### src/rtl/bp_status_pkg.sv
package bp_status_pkg;
  localparam int unsigned CODE_BITS   = 8;
  localparam int unsigned DATA_BITS   = 8;
  localparam int unsigned FRAME_BITS  = CODE_BITS + DATA_BITS;
  localparam logic [CODE_BITS-1:0] STATUS_WR_CODE = 8'h01;
  localparam int unsigned LVL_LO_POS  = 2;
  localparam int unsigned LVL_HI_POS  = 3;

  typedef enum logic [1:0] {
    LVL_NONE    = 2'b00,
    LVL_QUARTER = 2'b01,
    LVL_HALF    = 2'b10,
    LVL_ALL     = 2'b11
  } prot_lvl_e;
endpackage

### src/rtl/bp_rst_sync.sv
module bp_rst_sync (
  input  logic clk,
  input  logic rst_n,
  output logic rst_n_sync
);
  logic [1:0] stage_q;

  always_ff @(posedge clk or negedge rst_n) begin
    if (!rst_n) stage_q <= 2'b00;
    else        stage_q <= {stage_q[0], 1'b1};
  end

  assign rst_n_sync = stage_q[1];
endmodule

### src/rtl/bp_serial_sampler.sv
module bp_serial_sampler (
  input  logic clk,
  input  logic rst_n,
  input  logic sck,
  input  logic cs_n,
  input  logic si,
  output logic bit_stb,
  output logic bit_val,
  output logic sel_n,
  output logic deselect_stb
);
  logic sck_q, sck_d, cs_q, cs_d, si_q;
  logic sck_q_n, sck_d_n, cs_q_n, cs_d_n, si_q_n;

  always_comb begin
    sck_q_n = sck;
    sck_d_n = sck_q;
    cs_q_n  = cs_n;
    cs_d_n  = cs_q;
    si_q_n  = si;
  end

  always_ff @(posedge clk or negedge rst_n) begin
    if (!rst_n) begin
      sck_q <= 1'b0;
      sck_d <= 1'b0;
      cs_q  <= 1'b1;
      cs_d  <= 1'b1;
      si_q  <= 1'b0;
    end else begin
      sck_q <= sck_q_n;
      sck_d <= sck_d_n;
      cs_q  <= cs_q_n;
      cs_d  <= cs_d_n;
      si_q  <= si_q_n;
    end
  end

  assign bit_stb      = sck_q & ~sck_d & ~cs_q;
  assign bit_val      = si_q;
  assign sel_n        = cs_q;
  assign deselect_stb = cs_q & ~cs_d;
endmodule

### src/rtl/bp_frame_rx.sv
module bp_frame_rx
  import bp_status_pkg::*;
(
  input  logic       clk,
  input  logic       rst_n,
  input  logic       bit_stb,
  input  logic       bit_val,
  input  logic       sel_n,
  input  logic       deselect_stb,
  output logic       commit_stb,
  output logic [1:0] commit_lvl,
  output logic [$clog2(FRAME_BITS+2)-1:0] bit_cnt
);
  localparam int unsigned CNT_W   = $clog2(FRAME_BITS + 2);
  localparam int unsigned CNT_SAT = FRAME_BITS + 1;

  logic [CNT_W-1:0]     cnt_q, cnt_n;
  logic [DATA_BITS-1:0] shf_q, shf_n;
  logic                 code_ok_q, code_ok_n;
  logic                 cnt_en;

  assign cnt_en = bit_stb && (cnt_q != CNT_W'(CNT_SAT));

  always_comb begin
    cnt_n     = cnt_q;
    shf_n     = shf_q;
    code_ok_n = code_ok_q;
    if (sel_n) begin
      cnt_n     = '0;
      code_ok_n = 1'b0;
    end else begin
      if (cnt_en)  cnt_n = cnt_q + 1'b1;
      if (bit_stb) shf_n = {shf_q[DATA_BITS-2:0], bit_val};
      if (cnt_q == CNT_W'(CODE_BITS)) code_ok_n = (shf_q == STATUS_WR_CODE);
    end
  end

  always_ff @(posedge clk or negedge rst_n) begin
    if (!rst_n) begin
      cnt_q     <= '0;
      shf_q     <= '0;
      code_ok_q <= 1'b0;
    end else begin
      cnt_q     <= cnt_n;
      shf_q     <= shf_n;
      code_ok_q <= code_ok_n;
    end
  end

  assign commit_stb = deselect_stb && code_ok_q && (cnt_q == CNT_W'(FRAME_BITS));
  assign commit_lvl = {shf_q[LVL_HI_POS], shf_q[LVL_LO_POS]};
  assign bit_cnt    = cnt_q;
endmodule

### src/rtl/bp_range_check.sv
module bp_range_check
  import bp_status_pkg::*;
#(
  parameter int unsigned ADDR_W = 9
) (
  input  logic [1:0]        lvl,
  input  logic              ext_mode,
  input  logic [ADDR_W-1:0] addr,
  output logic              locked
);
  localparam int unsigned EXT_WORDS  = 1 << ADDR_W;
  localparam int unsigned BASE_WORDS = 1 << (ADDR_W - 1);

  logic [ADDR_W:0] size, lim_q, lim_h;
  logic            in_array;

  always_comb begin
    size     = ext_mode ? (ADDR_W+1)'(EXT_WORDS) : (ADDR_W+1)'(BASE_WORDS);
    lim_h    = size >> 1;
    lim_q    = size - (size >> 2);
    in_array = {1'b0, addr} < size;
    unique case (prot_lvl_e'(lvl))
      LVL_NONE:    locked = 1'b0;
      LVL_QUARTER: locked = in_array && ({1'b0, addr} >= lim_q);
      LVL_HALF:    locked = in_array && ({1'b0, addr} >= lim_h);
      LVL_ALL:     locked = in_array;
      default:     locked = 1'b0;
    endcase
  end
endmodule

### src/rtl/bp_status_port.sv
module bp_status_port
  import bp_status_pkg::*;
#(
  parameter int unsigned ADDR_W = 9
) (
  input  logic              clk,
  input  logic              rst_n,
  input  logic              sck,
  input  logic              cs_n,
  input  logic              si,
  input  logic              ext_mode,
  input  logic [ADDR_W-1:0] chk_addr,
  output logic              sdo,
  output logic              sdo_oe,
  output logic [1:0]        bp_level,
  output logic              addr_locked
);
  localparam int unsigned CNT_W = $clog2(FRAME_BITS + 2);

  logic             rst_n_i;
  logic             bit_stb, bit_val, sel_n, deselect_stb;
  logic             commit_stb;
  logic [1:0]       commit_lvl;
  logic [CNT_W-1:0] bit_cnt;
  logic [1:0]       lvl_q, lvl_n;

  bp_rst_sync u_rst (
    .clk        (clk),
    .rst_n      (rst_n),
    .rst_n_sync (rst_n_i)
  );

  bp_serial_sampler u_smp (
    .clk          (clk),
    .rst_n        (rst_n_i),
    .sck          (sck),
    .cs_n         (cs_n),
    .si           (si),
    .bit_stb      (bit_stb),
    .bit_val      (bit_val),
    .sel_n        (sel_n),
    .deselect_stb (deselect_stb)
  );

  bp_frame_rx u_rx (
    .clk          (clk),
    .rst_n        (rst_n_i),
    .bit_stb      (bit_stb),
    .bit_val      (bit_val),
    .sel_n        (sel_n),
    .deselect_stb (deselect_stb),
    .commit_stb   (commit_stb),
    .commit_lvl   (commit_lvl),
    .bit_cnt      (bit_cnt)
  );

  always_comb begin
    lvl_n = lvl_q;
    if (commit_stb) lvl_n = commit_lvl;
  end

  always_ff @(posedge clk or negedge rst_n_i) begin
    if (!rst_n_i) lvl_q <= 2'b00;
    else          lvl_q <= lvl_n;
  end

  bp_range_check #(.ADDR_W(ADDR_W)) u_rng (
    .lvl      (lvl_q),
    .ext_mode (ext_mode),
    .addr     (chk_addr),
    .locked   (addr_locked)
  );

  assign bp_level = lvl_q;
  assign sdo      = 1'b0;
  assign sdo_oe   = 1'b0;
endmodule

### config.mk
export PLATFORM = sky130hd
export DESIGN_NAME = bp_status_port
export DESIGN_NICKNAME = d
export VERILOG_FILES = /design/src/rtl/bp_status_pkg.sv /design/src/rtl/bp_rst_sync.sv /design/src/rtl/bp_serial_sampler.sv /design/src/rtl/bp_frame_rx.sv /design/src/rtl/bp_range_check.sv /design/src/rtl/bp_status_port.sv
export SDC_FILE = /design/constraint.sdc
export NUM_CORES = 1
export LEC_CHECK = 0
export ABC_AREA = 0
export BUFFER_PORTS_ARGS = -buffer_cell sky130_fd_sc_hd__buf_2
export CORE_AREA = 2 2 65 55
export CTS_CLUSTER_SIZE = 28
export DETAILED_ROUTE_END_ITERATION = 8
export DIE_AREA = 0 0 67 57
export GPL_TIMING_DRIVEN = 0
export PLACE_DENSITY_LB_ADDON = 0.15
export SLEW_MARGIN = 20
export SYNTH_ARGS = -nofsm -noshare
export SYNTH_HDL_FRONTEND = slang
export SYNTH_SLANG_ARGS = --single-unit
### constraint.sdc
create_clock -name clk -period 1.6 [get_ports clk]
set_input_delay 0.4 -clock clk [delete_from_list [all_inputs] [get_ports clk]]
set_output_delay 0.4 -clock clk [all_outputs]
set_load 0.05 [all_outputs]
* Yosys cells after proc, flatten, opt, wreduce, memory -nomap -nowiden
Cells that the tools add are included.
** Storage, ports and cells
- Register bits :: 23
- Input port bits :: 15
- Output and inout port bits :: 5
- Word-level logic and storage cells :: 43
** Operators by class
- Add/subtract/negate cells :: 2
- Order comparisons :: 3
- Equality and inequality tests :: 7
- Mux-type cells :: 6
- Bitwise gates (word level) :: 6
- Reduce and logical (&&, ||, !) cells :: 9
** Operators with widths (count)
- $ge A9 B10 Y1 :: 1
- $lt A9 B10 Y1 :: 1
- $mux W10 :: 1
- $mux W5 :: 2
- $sub A10 B8 Y10 :: 1
- $ge A9 B9 Y1 :: 1
- $eq A8 B1 Y1 const B :: 1
- $add A5 B1 Y5 const B :: 1
- $eq A5 B4 Y1 const B :: 1
- $eq A5 B5 Y1 const B :: 1
- $logic_and A1 B1 Y1 :: 5
- $ne A5 B5 Y1 const B :: 1
- $eq A2 B2 Y1 const B :: 2
- $pmux W1 S4 :: 1
- $reduce_bool A2 Y1 :: 2
- $and A1 B1 Y1 :: 3
- $not A1 Y1 :: 3
- $eq A2 B1 Y1 const B :: 1
- $logic_not A2 Y1 :: 1
- $mux W1 :: 2
- $reduce_and A2 Y1 :: 1

* Depth between registers and ports, before layout
- Word-level depth :: 6
- Mapped depth :: 5
- Depth with buffers taken out :: 5

* Cells and area by module
A second synthesis with hierarchy kept.
** Unflattened totals
- Cell total of the unflattened synthesis :: 99
- Area, all modules :: 1182.4 um^2
** By module, submodules not included
- bp_frame_rx :: instances 1, cells an instance 58, area each 699.4 um^2, seq. area each 350.3 um^2
- bp_range_check :: instances 1, cells an instance 24, area each 188.9 um^2, seq. area each 0.0 um^2
- bp_serial_sampler :: instances 1, cells an instance 7, area each 148.9 um^2, seq. area each 127.6 um^2
- bp_status_port :: instances 1, cells an instance 7, area each 91.3 um^2, seq. area each 50.0 um^2
- bp_rst_sync :: instances 1, cells an instance 3, area each 53.8 um^2, seq. area each 50.0 um^2

* Worst setup path before layout
Ideal clock, no wire load.
- Path kind :: register to output
- From :: register lvl_q[0] (netlist: bp_level[0])
- To :: output port addr_locked
- Arrival time :: 2863 ps
- Data required time :: 1200 ps
- Path slack :: -1663 ps
- Cell stages (with the launch flop) :: 6
- Path buffers :: 0
- Path through :: dfrtp_1 > inv_1 > ha_1 > nor2_1 > nand3_1 > o41ai_1
** On the way
- Cells in the longest elaborated chain, start to end :: 2
- Elaborated cells on any way between the ends :: 5
- Those cells by class :: 3 x eq/ne; 1 x mux; 1 x reduce/logical
** Ends and longest elaborated chain
- start, declared :: line bp_status_port.sv:25 : logic [1:0] lvl_q, lvl_n;
- start signal, assigned :: line bp_status_port.sv:64 : else lvl_q <= lvl_n;
- $eq A2 B2 Y1, or another cell as far along :: line bp_range_check.sv:22 : unique case (prot_lvl_e'(lvl))
- $pmux W1 S4 (*) :: line bp_range_check.sv:22
- end, declared :: line bp_status_port.sv:16 : output logic addr_locked
Every way passes the cells marked *; elsewhere a longest branch is shown, timed or not.

* Worst setup path in the final report
Ends and elaborated chain as after synthesis.

==> summary by stage <==
Floorplanning
The I/O pin count is 20. In this run the core area contains 19 standard-cell rows. The core region is 0.003233 mm2. The horizontal die dimension is 67 um. The starting density of the core is 0.3572.

The floorplan step defined a die boundary enclosing 0.003819 mm2. The die height is 57 um.

Worst hold path
The path class of the tightest hold or removal check is in2reg.

Critical path
The data required time of the critical path is 1200 ps. The largest driver fanout on the critical path is 3. The element type at the critical path end is an output port.

The setup path with the least slack is of type reg2out. The nature of the critical path startpoint is a flip-flop. The worst endpoint data arrival time is 1650 ps.

Global route
The number of antenna violations at the first check in global routing is 0. The first global-routing pass estimated 3.726 mm of wire. Entering global routing, the biggest net connects 22 pins.

In the global route stage, overall resource usage came out at 0.1253. For this run the aggregate overflow at the end of global routing stands at 0. The via count of the first global-routing pass is 874.

Layout
0 antenna diodes ended up in the layout. The area growth from synthesis to layout is 33.80%. In the final layout, the share of cells above drive strength 1 is 0.4028.

The top cell types in the final layout, fill and taps aside, are sky130_fd_sc_hd__nand2_1, sky130_fd_sc_hd__dfrtp_1, sky130_fd_sc_hd__buf_2. The leading cell type in the layout, fill and taps excluded is sky130_fd_sc_hd__nand2_1. The number of nets in the finished design is 170.

Status
The run finished, with violations left. The checks that failed: setup timing.

Synth
The dominant register cell in the synthesized netlist is sky130_fd_sc_hd__dfrtp_1. After technology mapping, the gate count stands at 113. Synthesis inferred 23 register bits. The mean post-synth cell area is 10.22 um2. The count of different cell masters after synthesis is 28. Counting flops with an async set or reset pin after synthesis yields a share of 1.000. The post-synthesis instance area is 0.001155 mm2. The count of flip-flops with a built-in enable after synthesis is 0. During synthesis, Yosys emitted a total of 0 warnings.

The post-synthesis sequential area ratio is 0.5005.

Clock network
The clock root buffer is sky130_fd_sc_hd__clkbuf_8. In this run the number of H-tree levels came out at 1. Clock-pin slew was measured on the worst setup and hold paths at 80 ps. The number of clock sinks seen by CTS is 23. The buffer depth of the longest clock path is 2.

TritonCTS built the clock tree. TritonCTS created 3 clock buffers. The clock reaches the later pin of the worst-skew pair after 260 ps.

Placed design
Summed over all nets, the half-perimeter wirelength after detailed placement is 1.451 mm. The quantity of I/O buffers inserted on ports is 17. The routability congestion estimate is 0.6941.

Timing
Dividing the final minimum period by the clock period gives 1.280. The final number of setup-violating endpoints is 1. Setup repair after global routing could not meet its margin everywhere. Setup total negative slack on the finished layout was measured at -448.3 ps.

The max-slew violation count is 0. The measured slew at the worst slew-check pin is 806.7 ps. The time the worst path needs with I/O delays and setup is 2048 ps. Final hold analysis gives a worst-case slack of 235.0 ps. The tightest slew margin relative to the limit is 0.4622. Once routing completed, OpenROAD measured the worst setup slack at -448.3 ps. Between clock sinks in the finished design, the worst skew comes to 3.131 ps.

The number of hold violations in the final report was 0. Timing would allow up to 0.4882 GHz.

Drt
The count of TritonRoute iterations in the first routing pass is 4. After detailed routing, the number of remaining DRC violations is 0. The via-per-instance ratio is 4.581. The final route contains 852 vias. In the final routed layout, each cell accounts on average for 11.08 um. The count of antenna-violating nets left after detailed routing is 0. For this block, the initial DRC count from the detailed router was 25. For this block, the routed nets add up to 2.061 mm of wire.

Power
The static leakage power is 0.7554 nW. The worst-case IR drop observed on VDD is 474.8 uV. Power spread over the standard cell area amounts to 772.3 mW/mm2.

Job
The number of max-cap violations is 0.
sequential cells by signal, summed over array words and instances (netlist names):
| name | flops |
|---|---|
| u_rst.stage_q | 2 |
| u_rx.code_ok_q | 1 |
| u_smp.sck_d_n | 1 |
| u_rx.bit_cnt | 5 |
| u_smp.cs_d | 1 |
| u_smp.sck_d | 1 |
| bp_level | 2 |
| u_smp.bit_val | 1 |
| u_smp.sel_n | 1 |
| u_rx.shf_q | 8 |
repair_timing:
item / 4_1_cts / 5_1_grt
pin swaps: 4 / 7
resized for setup: 15 / 7
endpoints found under the hold margin: 2 / 0
hold buffers: 1 / 0
setup buffers: 4 / 5
endpoints found under the setup margin: 4 / 13
layer usage:
metal / vias to the layer above / global-route usage / share of wire
met5: - / 0 / 0
met4: 0 / 0.02624 / 0
met3: 0 / 0.02367 / 0.036
met2: 15 / 0.2178 / 0.50
met1: 403 / 0.1624 / 0.46
li1: 434 / - / -
synth_stat cells (all sizes together) (3+ instances only):
| cell | n | area share |
|---|---|---|
| ha | 10 | 0.11 |
| buf | 4 | 0.032 |
| nor2 | 4 | 0.013 |
| inv | 7 | 0.023 |
| a21oi | 5 | 0.022 |
| nand2b | 4 | 0.022 |
| mux2 | 3 | 0.029 |
| nor4bb | 3 | 0.026 |
| dfrtp | 21 | 0.46 |
| nand3 | 3 | 0.013 |
| nand2 | 28 | 0.091 |
layout make-up:
class	count	area [um2]
well taps	42	52.55
inverters	7	28.78
plain buffers	3	26.28
clock inverters	1	5.005
flip-flops and latches	23	580.6
clock buffers	3	41.29
multi-input cells	80	638.1
fillers	323	1688
repair buffers	27	172.7
stage by stage:
| stage | cell area [um2] | worst slack [ps] | std cells | power (mW) | util |
|---|---|---|---|---|---|
| after floorplan | 1200 | -491.2 | 114 | 0.7911 | - |
| after global placement | 1338 | -400.6 | 173 | 0.8349 | 0.4137 |
| after detailed placement | 1338 | -414.4 | 173 | 0.8400 | 0.4137 |
| after CTS | 1485 | -438.4 | 182 | 1.203 | 0.4594 |
| after global routing | 1545 | -525.3 | 186 | 1.280 | 0.4779 |
| final | 1545 | -448.3 | 186 | 1.193 | 0.4779 |
final timing paths:
path                                  start            end  slack, ps  depth (start not counted)
setup reg to reg            u_rx.bit_cnt[1]    bp_level[1]         80                          5
hold / removal                         cs_n    u_smp.sel_n        230                          1
min in group asynchronous  u_rst.stage_q[1]  u_rx.shf_q[6]        340                          0
max in group asynchronous  u_rst.stage_q[1]    bp_level[0]        710                          0
setup / recovery                bp_level[0]    addr_locked       -450                          6
hold reg to reg            u_rst.stage_q[1]  u_rx.shf_q[6]        340                          0
kinds of logic after synthesis:
group / share of synthesized area
fa+ha+maj: 0.1083
other cells: 0.006503
flops: 0.5005
simple gates: 0.2340
mux: 0.03792
buf+inv: 0.05525
compound gates: 0.05743
worst max-delay path, stage by stage (launching register included):
cell	delay (ps)
sky130_fd_sc_hd__dfrtp_2	430
sky130_fd_sc_hd__inv_4	70
sky130_fd_sc_hd__ha_4	140
sky130_fd_sc_hd__nand2b_4	120
sky130_fd_sc_hd__a22oi_2	70
sky130_fd_sc_hd__o41ai_4	360
sky130_fd_sc_hd__buf_6	200
report_power, final:
part,leakage [nW],switching (mW),internal (mW)
Sequential,0.293,0.0541,0.639
Clock,0.0255,0.173,0.173
Combinational,0.437,0.0758,0.0786
Total,0.755,0.303,0.890
No activity file was read; power rests on OpenSTA's default activity.
